## src/rtl/seqx_pkg.sv

```systemverilog
// Package: shared types and helpers for the sequencer execute unit.
// Assumes an 8-bit opcode and byte-addressed instruction memory.
package seqx_pkg;

    typedef enum logic [2:0] {
        K_NONE,     // not handled here
        K_ARITH,    // three-operand arithmetic
        K_STEP,     // increment / decrement
        K_CMPBR,    // compare two operands, branch
        K_NZBR,     // branch if nonzero
        K_ZBR,      // branch if zero
        K_JUMP      // unconditional branch
    } kind_e;

    typedef enum logic [1:0] {
        A_ADD = 2'd0,
        A_SUB = 2'd1,
        A_MUL = 2'd2,
        A_DIV = 2'd3
    } alu_e;

    typedef enum logic [2:0] {
        C_EQ = 3'd0,
        C_NE = 3'd1,
        C_LT = 3'd2,
        C_LE = 3'd3,
        C_GT = 3'd4,
        C_GE = 3'd5
    } cmp_e;

    typedef struct packed {
        kind_e       kind;
        alu_e        alu;
        cmp_e        cmp;
        logic        step_down;
        logic [2:0]  len;     // instruction length in bytes
    } dec_t;

    // Byte size of one operand field given its immediate flag.
    function automatic logic [2:0] fld_sz(input logic imm);
        return imm ? 3'd2 : 3'd1;
    endfunction

endpackage

```

## src/rtl/seqx_decode.sv

```systemverilog
// Module: seqx_decode
// Classifies an opcode into an operation kind, the arithmetic or compare
// selector, and the total instruction length. Purely combinational.
// Assumes registers are encoded in one byte and immediates in two.
module seqx_decode
    import seqx_pkg::*;
(
    input  logic [7:0] opcode,
    output dec_t       dec
);

    logic hi_lo;       // high nibble within 0..5
    logic is_arith;
    logic is_cmp;

    assign hi_lo    = (opcode[7:4] <= 4'd5);
    assign is_arith = (opcode[7:6] == 2'b00) && !opcode[3] && opcode[0];
    assign is_cmp   = hi_lo && !opcode[2] && !opcode[0];

    // Select kind, sub-operation and byte length from the opcode.
    always_comb begin
        dec           = '0;
        dec.kind      = K_NONE;
        dec.alu       = alu_e'(opcode[5:4]);
        dec.cmp       = cmp_e'(opcode[6:4]);
        dec.step_down = 1'b0;
        dec.len       = 3'd1;
        if (is_arith) begin
            dec.kind = K_ARITH;
            dec.len  = 3'd2 + fld_sz(opcode[2]) + fld_sz(opcode[1]);
        end else if (is_cmp) begin
            dec.kind = K_CMPBR;
            dec.len  = 3'd2 + fld_sz(opcode[3]) + fld_sz(opcode[1]);
        end else begin
            unique case (opcode)
                8'hC6, 8'hD0: begin
                    dec.kind      = K_STEP;
                    dec.step_down = (opcode == 8'hD0);
                    dec.len       = 3'd2;
                end
                8'h82, 8'h86: begin
                    dec.kind = K_NZBR;
                    dec.len  = 3'd2 + fld_sz(opcode[2]);
                end
                8'h90, 8'h98: begin
                    dec.kind = K_ZBR;
                    dec.len  = 3'd2 + fld_sz(opcode[3]);
                end
                8'hC2, 8'hCA: begin
                    dec.kind = K_JUMP;
                    dec.len  = 3'd1 + fld_sz(opcode[3]);
                end
                default: dec.kind = K_NONE;
            endcase
        end
    end

endmodule

```

## src/rtl/seqx_arith.sv

```systemverilog
// Module: seqx_arith
// Computes sum, difference, signed product and signed quotient of two
// operands. Combinational. Division by zero returns all ones and flags it;
// the single overflowing quotient (most negative / -1) returns the dividend.
module seqx_arith
    import seqx_pkg::*;
#(
    parameter int DW = 16
) (
    input  alu_e          op,
    input  logic [DW-1:0] a,
    input  logic [DW-1:0] b,
    output logic [DW-1:0] lo,
    output logic [DW-1:0] hi,
    output logic          dz
);

    localparam int PW = 2 * DW;
    localparam logic [DW-1:0] MOST_NEG = {1'b1, {(DW-1){1'b0}}};

    logic [PW-1:0] ax, bx, prod;
    logic [DW-1:0] quot;

    assign ax   = PW'($signed(a));
    assign bx   = PW'($signed(b));
    assign prod = ax * bx;

    // Signed quotient with the zero divisor and overflow cases guarded.
    always_comb begin
        if (b == '0)
            quot = '1;
        else if (a == MOST_NEG && b == '1)
            quot = a;
        else
            quot = $signed(a) / $signed(b);
    end

    // Select the result of the requested operation.
    always_comb begin
        hi = prod[PW-1:DW];
        dz = (op == A_DIV) && (b == '0);
        unique case (op)
            A_ADD:   lo = a + b;
            A_SUB:   lo = a - b;
            A_MUL:   lo = prod[DW-1:0];
            default: lo = quot;
        endcase
    end

endmodule

```

## src/rtl/seqx_cond.sv

```systemverilog
// Module: seqx_cond
// Decides whether a branch is taken. Compare branches use signed operands;
// zero tests look at operand a only. Combinational.
module seqx_cond
    import seqx_pkg::*;
#(
    parameter int DW = 16
) (
    input  kind_e         kind,
    input  cmp_e          cmp,
    input  logic [DW-1:0] a,
    input  logic [DW-1:0] b,
    output logic          take
);

    logic eq, lt;

    assign eq = (a == b);
    assign lt = ($signed(a) < $signed(b));

    // Evaluate the branch condition for the decoded kind.
    always_comb begin
        take = 1'b0;
        unique case (kind)
            K_CMPBR: begin
                unique case (cmp)
                    C_EQ:    take = eq;
                    C_NE:    take = !eq;
                    C_LT:    take = lt;
                    C_LE:    take = lt || eq;
                    C_GT:    take = !lt && !eq;
                    C_GE:    take = !lt;
                    default: take = 1'b0;
                endcase
            end
            K_NZBR:  take = (a != '0);
            K_ZBR:   take = (a == '0);
            K_JUMP:  take = 1'b1;
            default: take = 1'b0;
        endcase
    end

endmodule

```

## src/rtl/seqx_exec_unit.sv

```systemverilog
// Module: seqx_exec_unit (top)
// Execute stage for arithmetic and branch instructions. Takes a decoded
// instruction with resolved operands and, one cycle later, presents the
// register write(s), branch decision and next program counter.
// Assumes the register file holds more than HI_REG entries and that the
// decoder supplies the destination's current value on in_a for INC/DEC.
module seqx_exec_unit
    import seqx_pkg::*;
#(
    parameter int DW     = 16,
    parameter int RW     = 8,
    parameter int PCW    = 16,
    parameter int HI_REG = 199
) (
    input  logic           clk,
    input  logic           rst_n,
    input  logic           in_valid,
    input  logic [7:0]     in_opcode,
    input  logic [PCW-1:0] in_pc,
    input  logic [RW-1:0]  in_dst,
    input  logic [PCW-1:0] in_tgt,
    input  logic [DW-1:0]  in_a,
    input  logic [DW-1:0]  in_b,
    output logic           out_done,
    output logic           wr_en,
    output logic [RW-1:0]  wr_addr,
    output logic [DW-1:0]  wr_data,
    output logic           hi_en,
    output logic [RW-1:0]  hi_addr,
    output logic [DW-1:0]  hi_data,
    output logic           br_taken,
    output logic [PCW-1:0] br_target,
    output logic [PCW-1:0] next_pc,
    output logic           div_err
);

    localparam logic [RW-1:0] HI_IDX = RW'(HI_REG);

    dec_t          dec;
    alu_e          alu_sel;
    logic [DW-1:0] b_eff, res_lo, res_hi;
    logic          res_dz, take, writes;

    seqx_decode i_dec (
        .opcode (in_opcode),
        .dec    (dec)
    );

    // Increment/decrement reuse the adder with a unit second operand.
    always_comb begin
        if (dec.kind == K_STEP) begin
            alu_sel = dec.step_down ? A_SUB : A_ADD;
            b_eff   = DW'(1);
        end else begin
            alu_sel = dec.alu;
            b_eff   = in_b;
        end
    end

    seqx_arith #(.DW(DW)) i_arith (
        .op (alu_sel),
        .a  (in_a),
        .b  (b_eff),
        .lo (res_lo),
        .hi (res_hi),
        .dz (res_dz)
    );

    seqx_cond #(.DW(DW)) i_cond (
        .kind (dec.kind),
        .cmp  (dec.cmp),
        .a    (in_a),
        .b    (in_b),
        .take (take)
    );

    assign writes  = (dec.kind == K_ARITH) || (dec.kind == K_STEP);
    assign hi_addr = HI_IDX;

    // Register all results for one cycle after an accepted instruction.
    always_ff @(posedge clk) begin
        if (!rst_n) begin
            out_done  <= 1'b0;
            wr_en     <= 1'b0;
            wr_addr   <= '0;
            wr_data   <= '0;
            hi_en     <= 1'b0;
            hi_data   <= '0;
            br_taken  <= 1'b0;
            br_target <= '0;
            next_pc   <= '0;
        end else begin
            out_done  <= in_valid;
            wr_en     <= in_valid && writes;
            wr_addr   <= in_dst;
            wr_data   <= res_lo;
            hi_en     <= in_valid && (dec.kind == K_ARITH) && (dec.alu == A_MUL);
            hi_data   <= res_hi;
            br_taken  <= in_valid && take;
            br_target <= in_tgt;
            next_pc   <= take ? in_tgt : in_pc + PCW'(dec.len);
        end
    end

    // Hold the division-by-zero flag until reset.
    always_ff @(posedge clk) begin
        if (!rst_n)
            div_err <= 1'b0;
        else if (in_valid && dec.kind == K_ARITH && res_dz)
            div_err <= 1'b1;
    end

endmodule

```

## config.mk

```make
export PLATFORM = sky130hd
export DESIGN_NAME = seqx_exec_unit
export DESIGN_NICKNAME = d
export VERILOG_FILES = /design/src/rtl/seqx_pkg.sv /design/src/rtl/seqx_decode.sv /design/src/rtl/seqx_arith.sv /design/src/rtl/seqx_cond.sv /design/src/rtl/seqx_exec_unit.sv
export SDC_FILE = /design/constraint.sdc
export NUM_CORES = 1
export LEC_CHECK = 0
export ABC_CLOCK_PERIOD_IN_PS = 34200
export BUFFER_PORTS_ARGS = -buffer_cell sky130_fd_sc_hd__buf_2
export CAP_MARGIN = 20
export CORE_ASPECT_RATIO = 0.5
export CORE_UTILIZATION = 37
export CTS_CLUSTER_DIAMETER = 200
export DETAILED_ROUTE_END_ITERATION = 8
export GPL_TIMING_DRIVEN = 0
export PLACE_DENSITY = 0.6
export REMOVE_ABC_BUFFERS = 1
export SYNTH_ARGS = -nofsm -noshare
export SYNTH_HDL_FRONTEND = slang
export SYNTH_SLANG_ARGS = --single-unit
```

## constraint.sdc

```tcl
create_clock -name clk -period 34.2 [get_ports clk]
set_clock_uncertainty 0.1 [all_clocks]
set_input_delay 1.71 -clock clk [delete_from_list [all_inputs] [get_ports clk]]
set_output_delay 1.71 -clock clk [all_outputs]
set_load 0.02 [all_outputs]
```

==> impl_results.md, run 1 <==
* Status: finished clean
* Crit path capture type: flop
* Crit path max fanout at 21
* Vias at 20640
* Detail Route Antenna Nets at 0
* Worst Hold Path EP: div_err
* DP HPWL at 54.70 mm
* Post-synthesis share of cell area spent on full adders, half adders and majority gates at 0.3889
* Area of all placed cells without fillers at between 0.02 and 0.03 mm²
* Number of cells traversed by the worst hold path at 2
* Kind of start point of the critical path: input port
* Via/cell ratio at approximately 5.6
* Total power density per cell area at around 95 mW/mm²
* Global-route total usage across every layer at 0.2291
* Worst-path clk slew at 0.07 ns
* TritonCTS clock tree: yes
* Summed instance area of the synthesized netlist at ~0.022 mm²
* Final global-route overflow total at 0
* Timing-limited maximum frequency at 30.37 MHz
* Chip Height at 174.9 µm
* Area enclosed by the die boundary at 0.06082 mm²
* Net Switching at ~1.3 mW
* Clock insertion delay at the later pin of the skew report at between 0.3 and 0.4 ns
* Number of global-route vias before repair at 20010
* Internal reg-to-reg setup slack at ~33 ns
* Async set or reset register ratio after synthesis at 0
* Type of the worst min-delay path: flop to flop
* Capture instance of the worst register-to-register path: div_err
* Wire length of the first global-routing pass at 109.9 mm
* Minimum hold slack at roughly 0.41 ns
* Depth of the worst register-to-register path at 2
* Beginning of the worst register-to-register path: div_err
* WP data arrival at approximately 33 ns
* Hold-fix buffers at CTS at 0
* IR Drop Worst-Case VDD at between 100 and 150 µV
* DRC violation total after the first TritonRoute iteration at between 1500 and 2000
* Most repeated library cell on the critical path: sky130_fd_sc_hd__ha_1
* Hold path startpoint: div_err
* Count of buffers from port buffering at between 150 and 200
* Number of placement rows at 62
* Post-synthesis mux area share at 0.01550
* Data required time of the critical path at around 34 ns
* Min Clock Period, post-route at 32.92 ns
* Switching part of the total power at 0.5432
* Final design utilization at 0.4339
* Total Power at about 2.4 mW
* Most frequent standard cell in the layout excluding fill and tap cells: sky130_fd_sc_hd__inv_1
* Post-synthesis to final-layout area growth at 14.15%
* Count of final hold-check violations at 0
* Placed instance area at between 0.02 and 0.025 mm²
* Ratio of cells with drive above 1 in the final layout at 0.1465
* Clock network fraction of design power at 0.045
* Level count of the clock H-tree at 3
* Largest area contributor in the synthesized netlist: sky130_fd_sc_hd__fa_1
* Core outline area at between 0.05 and 0.06 mm²
* Most frequent cells in the layout: sky130_fd_sc_hd__inv_1, sky130_fd_sc_hd__nand2_1, sky130_fd_sc_hd__fa_1
* Yosys synthesis warning count at 0
* TNS Setup at 0 ns
* IO Count at roughly 170
* Initial antenna violation count at 2
* Synthesized-area fraction occupied by ao, oa, aoi and oai cells at 0.1732
* Actual slew at the worst max-slew pin at between 1 and 1.5 ns
* Clock tree root buffer cell: sky130_fd_sc_hd__clkbuf_16
* DR DRC count at 0
* DRT Wirelength at roughly 70 mm
* Highest-delay cell along the critical path: sky130_fd_sc_hd__or4_1
* Routed wire length per instance at approximately 19 µm
* Share of the clock period used by the worst path at 0.9627
* Area share of the leading cell type in the synthesized netlist at 0.2390
* Number of clock sinks seen by CTS at 77
* Die boundary width at approximately 350 µm
* Total of endpoints with negative setup slack in the final report at 0
* Worst-case headroom to the max-slew limit at 0.1640
* Simple-gate portion of the synthesized area at 0.2050
* Leading post-synthesis cells by cell area: sky130_fd_sc_hd__fa_1, sky130_fd_sc_hd__ha_1, sky130_fd_sc_hd__dfxtp_1, sky130_fd_sc_hd__inv_1, sky130_fd_sc_hd__nand2_1
* Seq cells post-synth at 77
* Pin count of the biggest net entering global routing at 44
* Post-layout nets at approximately 3500
* Dominant combinational cell family by area after synthesis: adder cells
* Number of filler cells placed in the layout at roughly 6000
* Placer Congestion at between 0.9 and 1
* Total iterations of the first detailed-routing run at 6
* Largest stage delay on the critical path at ~0.48 ns
* Sum of buffers and inverters on the critical path at 13
* Post-Syn Instances at between 2000 and 3000
* Share of total power in combinational logic at 0.905
* Proportion of synthesized chip area in sequential cells at 0.06970
* Max Cap Violations at 0
* Total internal power at 1.101 mW
* Number of enable-type register cells in the synthesized netlist at 0
* Number of max-slew violations in the final report at 0
* Type of the worst setup path: input port to flop
* Gate family responsible for the most delay along the worst path: compound AO/OA/AOI/OAI gates
* Buffer levels on the longest clock path at 2
* Most common flop cell mapped by yosys: sky130_fd_sc_hd__dfxtp_1
* Area share of xor/xnor cells in the synthesized design at 0.06331
* Register share of total power at 0.051
* Starting density of the core at 0.3801
* Post-synthesis cell type count at 96
* Post-synthesis average cell area at between 7 and 8 µm²
* Leakage power of the design at between 10 and 15 nW
* Total CTS buffers at 9
## stage by stage
stage | setup WS, ns | cells
floorplan | -3.536 | 2646
global placement | -17.95 | 3573
detailed placement | -8.521 | 3591
CTS | 0.007731 | 3623
global route | -0.1689 | 3684
finish | 1.277 | 3684
## layer usage
metal,wire (µm),track usage,vias to the layer above
li1,-,-,9738
met1,31620,0.3116,10160
met2,33680,0.3841,645
met3,4265,0.02587,94
met4,1606,0.06388,0
met5,0,0,-
## cell families after synthesis
kind of cell | Yosys count
AOI/OAI and AO/OA | 572
xor gates and xnor gates | 159
adders and majority gates | 529
buffers and inverters | 480
DFF | 77
muxes | 32
other | 2
and+or+nand+nor | 920
## worst register-to-register path, delay by kind of cell, from the launching register on
family          cells  cell delay, ns
compound gates      1            0.17
flops               1            0.32
simple gates        1            0.06
## worst max path at each step
stage	slack [ns]	to	start	cells past startpoint
2_1_floorplan	-3.54	wr_data[12]	in_opcode[1]	145
6_report	1.28	wr_data[14]	in_opcode[1]	152
3_3_place_gp	-17.95	wr_data[14]	in_opcode[4]	145
5_1_grt	-0.17	wr_data[14]	in_opcode[1]	154
3_5_place_dp	-8.52	wr_data[13]	in_opcode[4]	146
4_1_cts	0.008	wr_data[14]	in_opcode[4]	151
## power groups by stage
stage / Clock [mW] / Combinational, mW / Sequential [mW]
floorplan: 0 / 1.59 / 0.147
global placement: 0 / 2.07 / 0.124
detailed placement: 0 / 2.11 / 0.125
CTS: 0.111 / 2.15 / 0.123
global route: 0.113 / 2.48 / 0.124
finish: 0.108 / 2.18 / 0.122
## flip-flops by register name, indices dropped and copies added, names as in the netlist
signal     count
br_target     16
hi_data       16
next_pc       16
wr_data       16
wr_addr        8
br_taken       1
div_err        1
hi_en          1
out_done       1
wr_en          1
## synth_stat cells (32+ instances only)
cell type and instances:
sky130_fd_sc_hd__inv_1 345, sky130_fd_sc_hd__nand2_1 287, sky130_fd_sc_hd__ha_1 265, sky130_fd_sc_hd__fa_1 264, sky130_fd_sc_hd__nor2_1 188, sky130_fd_sc_hd__a21oi_1 141
sky130_fd_sc_hd__clkbuf_1 109, sky130_fd_sc_hd__xnor2_1 104, sky130_fd_sc_hd__o21ai_0 101, sky130_fd_sc_hd__nor3_1 98, sky130_fd_sc_hd__dfxtp_1 77, sky130_fd_sc_hd__and3_1 75
sky130_fd_sc_hd__xor2_1 54, sky130_fd_sc_hd__o21a_1 48, sky130_fd_sc_hd__a21o_1 44, sky130_fd_sc_hd__nand3_1 41, sky130_fd_sc_hd__and2_1 39, sky130_fd_sc_hd__or3_1 39
sky130_fd_sc_hd__a31oi_1 32, sky130_fd_sc_hd__nor2b_1 32
## area by class of cell
cell class	instances	area, µm²	area share
flip-flops and latches	77	1541	0.06106
multi-input cells	2224	19470	0.7711
clock buffers	10	239.0	0.009466
diodes	1	2.502	0.00009912
inverters	349	1310	0.05189
well taps	768	960.9	0.03806
clock inverters	6	70.07	0.002775
repair buffers	249	1654	0.06552
## repair_timing
action / 4_1_cts / 5_1_grt
pin swaps: 9 / 39
resized for setup: 70 / 74
endpoints found under the hold margin: 0 / 0
gates cloned: 2 / 2
endpoints found under the setup margin: 16 / 16
buffers inserted: 14 / 57
Note: power is estimated with default switching activity, not from simulation.
==> run 2, diff against run 1 <==
CTS_BUF_LIST = sky130_fd_sc_hd__clkbuf_4   (was not set)
TNS_END_PERCENT = 30   (was not set)
==> impl_results.md, run 2 (same netlist as run 1, synthesis figures left out) <==
* Net Switching at about 1.3 mW
* IR Drop Worst-Case VDD at approximately 140 µV
* Buffer levels on the longest clock path at 2
* Share of total power in combinational logic at 0.920
* Number of global-route vias before repair at between 20000 and 25000
* IO Count at about 170
* TNS Setup at 0 ns
* Most frequent standard cell in the layout excluding fill and tap cells: sky130_fd_sc_hd__inv_1
* Chip Height at 174.9 µm
* Number of max-slew violations in the final report at 0
* Register area at between 0.0015 and 0.002 mm²
* Largest stage delay on the critical path at approximately 0.48 ns
* Final global-route overflow total at 0
* Vias at 20700
* Min Clock Period, post-route at around 33 ns
* Highest-delay cell along the critical path: sky130_fd_sc_hd__or4_1
* Worst-path clk slew at around 0.16 ns
* Initial antenna violation count at 3
* WP data arrival at between 30 and 40 ns
* Total Power at around 2.4 mW
* Wire length of the first global-routing pass at approximately 110 mm
* Starting density of the core at 0.3801
* Type of the worst setup path: input port to flop
* DP HPWL at around 55 mm
* DRC violation total after the first TritonRoute iteration at 1505
* Detail Route Antenna Nets at 0
* Final design utilization at 0.4313
* Kind of start point of the critical path: input port
* Clock tree root buffer cell: sky130_fd_sc_hd__clkbuf_4
* Timing-limited maximum frequency at ~30 MHz
* Total of endpoints with negative setup slack in the final report at 0
* Most frequent cells in the layout: sky130_fd_sc_hd__inv_1, sky130_fd_sc_hd__nand2_1, sky130_fd_sc_hd__fa_1
* Number of placement rows at just over 60
* Share of the clock period used by the worst path at 0.9638
* Number of clock sinks seen by CTS at 77
* Post-layout nets at ~3500
* Minimum hold slack at between 0.4 and 0.5 ns
* TritonCTS clock tree: yes
* Number of filler cells placed in the layout at roughly 5900
* Count of final hold-check violations at 0
* Post-synthesis to final-layout area growth at 13.46%
* Worst-case headroom to the max-slew limit at 0.1782
* Placed instance area at 0.02365 mm²
* DR DRC count at 0
* Total internal power at ~1.1 mW
* Max Cap Violations at 0
* Area of all placed cells without fillers at about 0.025 mm²
* Global-route total usage across every layer at 0.2290
* Clock insertion delay at the later pin of the skew report at between 0.6 and 0.7 ns
* Ratio of cells with drive above 1 in the final layout at 0.1463
* Switching part of the total power at 0.5516
* Crit path max fanout at 21
* Area enclosed by the die boundary at ~0.06 mm²
* Total CTS buffers at 9
* Level count of the clock H-tree at 3
* Total power density per cell area at 94.51 mW/mm²
* Total iterations of the first detailed-routing run at 6
* Routed wire length per instance at 19.46 µm
* Leakage power of the design at 12.04 nW
* Type of the worst min-delay path: flop to flop
* Clock network fraction of design power at 0.028
* Via/cell ratio at roughly 5.6
* Register share of total power at 0.052
* Crit path capture type: flop
* DRT Wirelength at a little over 70 mm
* Pin count of the biggest net entering global routing at 44
* Count of buffers from port buffering at ~160
* Data required time of the critical path at ~35 ns
* Placer Congestion at 0.9567
* Actual slew at the worst max-slew pin at around 1.2 ns
* Status: finished clean
* Area of the multi-input gates at approximately 0.019 mm²
* Die boundary width at approximately 350 µm
* Core outline area at 0.05818 mm²
* Most repeated library cell on the critical path: sky130_fd_sc_hd__ha_1
[run 2: cell types whose count changed in the layout (fill, tap and decap cells not counted), sizes merged]
cell	change
buf	+2
diode	+3
inv	-1
clkinvlp	+1
a211o	+1
clkbuf	-1
clkinv	+1
[run 2: what timing repair did]
item                                    4_1_cts  5_1_grt
pin swaps                                     9       37
hold endpoints to repair                      0        0
hold buffers                                  0        0
gates cloned                                  2        3
gates resized for setup                      69       73
setup buffers                                13       60
endpoints found under the setup margin       16       16
[run 2: critical path: cells and delay by family]
kind | cells | cell delay [ns]
AO/OA/AOI/OAI | 74 | 14.96
XOR/XNOR | 1 | 0.22
AND/OR/NAND/NOR | 45 | 8.84
adder cells (fa/ha/maj) | 16 | 4.73
buffers and inverters | 13 | 2.12
multiplexers | 2 | 0.61
[run 2: final timing paths]
path	startpoint	slack, ns	endpoint	depth (start not counted)
max	in_opcode[4]	1.24	wr_data[13]	151
min	div_err	0.41	div_err	2
max reg2reg	div_err	33.41	div_err	2
min reg2reg	div_err	0.41	div_err	2
[run 2: final cells by class]
cell class	instances	share of cell area
well taps	768	0.03829
multi-input cells	2225	0.7760
diodes	4	0.0003989
flip-flops and latches	77	0.06143
inverters	349	0.05235
clock inverters	7	0.002942
repair buffers	251	0.06587
clock buffers	9	0.002692
[run 2: layer usage]
metal	up-vias	GRT usage	share of wire
met5	-	0	0
met3	111	0.02927	0.063
li1	9747	-	-
met4	0	0.05378	0.023
met2	646	0.3843	0.47
met1	10200	0.3127	0.44
[run 2: power by group through the flow]
stage / clock [mW] / sequential (mW) / combinational [mW]
3_5_place_dp: 0 / 0.125 / 2.11
4_1_cts: 0.0698 / 0.123 / 2.15
2_1_floorplan: 0 / 0.147 / 1.59
3_3_place_gp: 0 / 0.124 / 2.07
6_report: 0.0669 / 0.122 / 2.18
5_1_grt: 0.0718 / 0.124 / 2.48
[run 2: stage by stage]
stage               setup slack (ns)  cells
global placement              -17.95   3573
global route                 -0.1932   3688
finish                         1.238   3690
floorplan                     -3.536   2646
CTS                          0.04608   3622
detailed placement            -8.521   3591
